==> src/rtl/rtrap_pkg.sv <==
package rtrap_pkg;

   localparam int WORD_W     = 16;
   localparam int POS_CLASS  = 15;
   localparam int POS_SRC    = 13;
   localparam int POS_DST    = 11;
   localparam int POS_NUM    = 4;
   localparam int NUM_W      = 7;
   localparam int POS_NOLOAD = 3;
   localparam int SKIP_W     = 3;

   typedef enum logic [1:0] {
      ST_IDLE  = 2'd0,
      ST_SAVE  = 2'd1,
      ST_FETCH = 2'd2,
      ST_LOAD  = 2'd3
   } seq_state_t;

   typedef struct packed {
      logic [1:0]       src;
      logic [1:0]       dst;
      logic [NUM_W-1:0] num;
   } trap_fields_t;

   function automatic trap_fields_t split_fields(input logic [WORD_W-1:0] w);
      trap_fields_t f;
      f.src = w[POS_SRC +: 2];
      f.dst = w[POS_DST +: 2];
      f.num = w[POS_NUM +: NUM_W];
      return f;
   endfunction

   function automatic logic is_reserved(input logic [WORD_W-1:0] w);
      return w[POS_CLASS] && w[POS_NOLOAD] && (w[SKIP_W-1:0] == '0);
   endfunction

endpackage

==> src/rtl/rtrap_decode.sv <==
module rtrap_decode
   import rtrap_pkg::*;
(
   input  logic              valid,
   input  logic [WORD_W-1:0] word,
   input  logic              idle,
   output logic              hit,
   output logic              run,
   output trap_fields_t      fields
);

   logic reserved;

   always_comb begin
      reserved = is_reserved(word);
      hit      = valid && idle && reserved;
      run      = valid && idle && !reserved;
      fields   = split_fields(word);
   end

endmodule

==> src/rtl/rtrap_fields.sv <==
module rtrap_fields
   import rtrap_pkg::*;
(
   input  logic         clk,
   input  logic         rst_n,
   input  logic         load,
   input  trap_fields_t d,
   output trap_fields_t q
);

   always_ff @(posedge clk or negedge rst_n) begin
      if (!rst_n) begin
         q <= '0;
      end else if (load) begin
         q <= d;
      end
   end

endmodule

==> src/rtl/rtrap_seq.sv <==
module rtrap_seq
   import rtrap_pkg::*;
#(
   parameter int AW       = 15,
   parameter int SAVE_LOC = 'o46,
   parameter int VEC_LOC  = 'o47
) (
   input  logic              clk,
   input  logic              rst_n,
   input  logic              start,
   input  logic [AW-1:0]     start_addr,
   input  logic              mem_ack,
   input  logic [WORD_W-1:0] mem_rdata,
   output logic              idle,
   output logic              mem_req,
   output logic              mem_we,
   output logic [AW-1:0]     mem_addr,
   output logic [WORD_W-1:0] mem_wdata,
   output logic              pc_load,
   output logic [AW-1:0]     pc_value
);

   localparam logic [AW-1:0] SAVE_A = SAVE_LOC[AW-1:0];
   localparam logic [AW-1:0] VEC_A  = VEC_LOC[AW-1:0];
   localparam int            PAD_W  = WORD_W - AW;

   seq_state_t    state_q;
   seq_state_t    state_d;
   logic [AW-1:0] saved_q;
   logic [AW-1:0] pc_q;

   always_comb begin
      state_d = state_q;
      unique case (state_q)
         ST_IDLE:  if (start)   state_d = ST_SAVE;
         ST_SAVE:  if (mem_ack) state_d = ST_FETCH;
         ST_FETCH: if (mem_ack) state_d = ST_LOAD;
         ST_LOAD:               state_d = ST_IDLE;
         default:               state_d = ST_IDLE;
      endcase
   end

   always_ff @(posedge clk or negedge rst_n) begin
      if (!rst_n) begin
         state_q <= ST_IDLE;
         saved_q <= '0;
         pc_q    <= '0;
      end else begin
         state_q <= state_d;
         if (state_q == ST_IDLE && start) begin
            saved_q <= start_addr;
         end
         if (state_q == ST_FETCH && mem_ack) begin
            pc_q <= mem_rdata[AW-1:0];
         end
      end
   end

   generate
      if (PAD_W > 0) begin : g_pad
         logic unused_rdata_hi;
         assign unused_rdata_hi = ^mem_rdata[WORD_W-1:AW];
         assign mem_wdata = {{PAD_W{1'b0}}, saved_q};
      end else begin : g_nopad
         assign mem_wdata = saved_q;
      end
   endgenerate

   always_comb begin
      idle     = (state_q == ST_IDLE);
      mem_req  = (state_q == ST_SAVE) || (state_q == ST_FETCH);
      mem_we   = (state_q == ST_SAVE);
      mem_addr = (state_q == ST_SAVE) ? SAVE_A : VEC_A;
      pc_load  = (state_q == ST_LOAD);
      pc_value = pc_q;
   end

endmodule

==> src/rtl/rtrap_detect.sv <==
module rtrap_detect
   import rtrap_pkg::*;
#(
   parameter int AW       = 15,
   parameter int SAVE_LOC = 'o46,
   parameter int VEC_LOC  = 'o47
) (
   input  logic              clk,
   input  logic              rst_n,
   input  logic              ins_valid,
   input  logic [15:0]       ins_word,
   input  logic [AW-1:0]     ins_addr,
   output logic              trap_hit,
   output logic              exec_ok,
   output logic              busy,
   output logic              mem_req,
   output logic              mem_we,
   output logic [AW-1:0]     mem_addr,
   output logic [15:0]       mem_wdata,
   input  logic              mem_ack,
   input  logic [15:0]       mem_rdata,
   output logic              pc_load,
   output logic [AW-1:0]     pc_value,
   output logic [1:0]        fld_src,
   output logic [1:0]        fld_dst,
   output logic [6:0]        fld_num
);

   generate
      if (AW < 8 || AW > WORD_W - 1) begin : g_bad_aw
         $error("rtrap_detect: AW must lie in 8..15");
      end
      if (SAVE_LOC < 0 || SAVE_LOC >= (1 << AW) || VEC_LOC < 0 || VEC_LOC >= (1 << AW)) begin : g_bad_loc
         $error("rtrap_detect: save/vector location outside address space");
      end
      if (SAVE_LOC == VEC_LOC) begin : g_same_loc
         $error("rtrap_detect: save and vector locations must differ");
      end
   endgenerate

   logic         idle;
   logic         hit;
   logic         run;
   trap_fields_t dec_fields;
   trap_fields_t held_fields;

   rtrap_decode i_decode (
      .valid  (ins_valid),
      .word   (ins_word),
      .idle   (idle),
      .hit    (hit),
      .run    (run),
      .fields (dec_fields)
   );

   rtrap_fields i_fields (
      .clk   (clk),
      .rst_n (rst_n),
      .load  (hit),
      .d     (dec_fields),
      .q     (held_fields)
   );

   rtrap_seq #(
      .AW       (AW),
      .SAVE_LOC (SAVE_LOC),
      .VEC_LOC  (VEC_LOC)
   ) i_seq (
      .clk        (clk),
      .rst_n      (rst_n),
      .start      (hit),
      .start_addr (ins_addr),
      .mem_ack    (mem_ack),
      .mem_rdata  (mem_rdata),
      .idle       (idle),
      .mem_req    (mem_req),
      .mem_we     (mem_we),
      .mem_addr   (mem_addr),
      .mem_wdata  (mem_wdata),
      .pc_load    (pc_load),
      .pc_value   (pc_value)
   );

   always_comb begin
      trap_hit = hit;
      exec_ok  = run;
      busy     = !idle;
      fld_src  = held_fields.src;
      fld_dst  = held_fields.dst;
      fld_num  = held_fields.num;
   end

endmodule

==> config.mk <==
export PLATFORM = sky130hd
export DESIGN_NAME = rtrap_detect
export DESIGN_NICKNAME = d
export VERILOG_FILES = /design/src/rtl/rtrap_pkg.sv /design/src/rtl/rtrap_decode.sv /design/src/rtl/rtrap_fields.sv /design/src/rtl/rtrap_seq.sv /design/src/rtl/rtrap_detect.sv
export SDC_FILE = /design/constraint.sdc
export NUM_CORES = 1
export LEC_CHECK = 0
export ABC_AREA = 1
export BUFFER_PORTS_ARGS = -buffer_cell sky130_fd_sc_hd__buf_4
export CAP_MARGIN = 20
export CORE_AREA = 10 10 75 77
export CTS_CLUSTER_DIAMETER = 60
export DETAILED_ROUTE_END_ITERATION = 6
export DIE_AREA = 0 0 85 87
export PLACE_DENSITY = 0.94
export REMOVE_ABC_BUFFERS = 1
export SYNTH_ARGS = -nofsm -noshare
export SYNTH_HDL_FRONTEND = slang
export SYNTH_SLANG_ARGS = --single-unit
==> constraint.sdc <==
create_clock -name clk -period 3.3 [get_ports clk]
set_input_delay 0.66 -clock clk [delete_from_list [all_inputs] [get_ports clk]]
set_output_delay 0.66 -clock clk [all_outputs]
set_load 0.005 [all_outputs]
==> impl_results.md <==
- Status: completed
- Hold Crit Class: in -> async
- Gr usage total: 13.31%
- Largest net degree at the start of global routing: 44
- Layout area overhead: 42.26%
- Clk buf depth: 2
- Clk slew on worst S/H paths: 70 ps
- ANT cells: 0
- Worst Path Required: 2640 ps
- Vias in the first global route: 1605
- Post-route ant nets: 0
- Power Density: 746.5 nW/um^2
- Least-Margin Pin Slew: 539.0 ps
- FF+latch count, synth: 43
- Reg-to-reg endpoint: i_seq.saved_q[12]
- Fraction of the mapped netlist area in simple logic gates: 20.09%
- Worst setup SP type: register
- Synth async-reset ratio: 100.0%
- IO buf count: 97
- FP Rows: 24
- Worst reg2reg startpoint: i_seq.state_q[1]
- R2R cell count: 8
- Vias: 1497
- Post-CTS setup repair buffer count: 0
- Synth top area cells: dfrtp_1 58%, nand2_1 17%, mux2_2 9.0%
- Leakage: 1.517 nW
- RSZ-0062 raised after global routing: false
- Die area: 7395 um^2
- Post-Syn Instances: 185
- HPWL Detailed: 3.987 mm
- WL/cell: 15.00 um
- Period utilization: 80.40%
- Crit path capture: trap_hit
- Hold buffer count at cts: 0
- Worst hold margin: 347.0 ps
- Vias/cell: 4.469
- Final hold vios: 0
- CTS buffer count: 5
- Arrival time of the worst setup path: 1990 ps
- Crit path kind: reg -> out
- Critical Path Source: i_seq.state_q[1]
- Synth Warn #: 0
- Global-route wire length before repair: 8.045 mm
- Main combinational cell family by area after synthesis: simple AND/OR/NAND/NOR gates
- Final #Nets: 337
- TNS Setup: 0 ps
- TritonCTS clock tree: done
- Routability cong.: 0.7367
- Clk_skew: 3.307 ps
- Fraction of layout cells with a size suffix above 1: 44.52%
- Starting density of the core: 44.12%
- Post-CTS sizing: 0
- DR DRC count: 0
- Commonest cells post-synth: 86 x nand2_1, 43 x dfrtp_1, 16 x buf_4
- Average size of a mapped cell: 10.10 um^2
- Clk Latency, worst-skew pair: 280 ps
- Sequential Area: 1076 um^2
- FILL cells: 365
- Min cycle time layout: 2653 ps
- Synth Area in Compound Gates: 0.6698%
- Post-synth top area share: 57.60%
- Register area share after synthesis: 57.60%
- Synth Area in XOR/XNOR: 0%
- Die span in y: 87 um
- Root Buffer: clkbuf_8
- Number of synthesized flops with an enable pin: 0
- Routed WL: 5.025 mm
- H-tree levels: 2
- Area leader, netlist: dfrtp_1
- Crit-path max FO: 28
- Total core area: 4234 um^2
- F_max: 0.3769 GHz
- Final cell count without fillers: 335
- Setup-failing EPs final: 0
- Cell area after synthesis: 1868 um^2
- Grt total ovfl: 0
- Initial antenna violation count: 0
- Die Wd: 85 um
- Pins Over Slew Limit: 0
- Reg-to-reg slack, setup: 1510 ps
- Crit. End Element: primary output
- DR iter-0 viols: 105
- Predominant post-synthesis flop cell: dfrtp_1
- Max-slew headroom: 64.07%
- Multiplexer share of the synthesized area: 9.042%
- Placed cells: 327
- Clk sink count: 43
- Area of the multi-input gates: 663.1 um^2
- Peak supply drop: 372.8 uV
- Maxcap violations: 0
- I/O pin count: 114
- Most common cell in the synthesized netlist: nand2_1
- Post-Synth Adder-Cell Area: 2.679%
- DR pass1 iterations: 4
- Unique masters post-synth: 18
==> layout make-up <==
type	count	share of cell area, %
tap	52	2.448
clock buffer	8	3.766
sequential	43	40.49
inverter	6	0.9416
multi-input combinational	129	24.95
timing repair buffer	97	27.40
==> report_power, final <==
group          switching [mW]  total (mW)  internal [mW]
Clock                   0.160       0.351          0.191
Combinational           0.321       0.796          0.475
Sequential              0.110       0.837          0.727
Total                   0.591        1.98           1.39
==> registers in the layout, indices dropped and copies added (netlist names) <==
register / count
i_fields.q: 11
i_seq.pc_value: 15
i_seq.saved_q: 15
i_seq.state_q: 2
==> worst min-delay path by stage <==
stage,start,endpoint,slack [ps],cells after the start
after floorplan,rst_n,i_fields.q[0],360,0
after global placement,i_seq.saved_q[9],i_seq.saved_q[9],460,2
after detailed placement,i_fields.q[7],i_fields.q[7],470,2
after CTS,rst_n,i_seq.saved_q[11],370,1
after global routing,rst_n,i_seq.pc_value[6],390,1
final,rst_n,i_seq.pc_value[6],350,1
==> cell families after synthesis <==
kind of cell / after synthesis
AO/OA/AOI/OAI: 2
adder cells (fa/ha/maj): 4
buffers and inverters: 26
flip-flops: 43
multiplexers: 15
other: 2
AND/OR/NAND/NOR: 93
==> stage by stage <==
step                utilization (%)  setup WS, ps  power (mW)  area (um^2)
global route                  62.77         429.4       2.137         2658
finish                        62.77         646.9       1.984         2658
CTS                           62.77         609.1       2.024         2658
floorplan                         -          1333       1.157         1764
detailed placement            60.40         834.8       1.664         2557
global placement              60.40         877.5       1.619         2557
==> critical path: stages, from the launching register on <==
cell and delay, ps:
dfrtp_1 420, inv_1 100, ha_1 210, nand2_1 100, inv_2 70, nand3_4 280, inv_4 350, buf_4 180
==> placed cells by master, fill, tap and decap left out, drive strengths merged <==
master,count
buf,97
nand2,87
dfrtp,43
mux2,15
conb,15
clkbuf,8
inv,6
ha,4
nand3,3
nor2,2
a21oi,1
o21bai,1
or2,1
==> metal layers <==
layer	track usage [%]	wire length, um
met3	4.775	392
met4	4.042	45
met2	24.59	2762
met1	13.66	1825
met5	0	0
No activity file was read; power rests on OpenSTA's default activity.
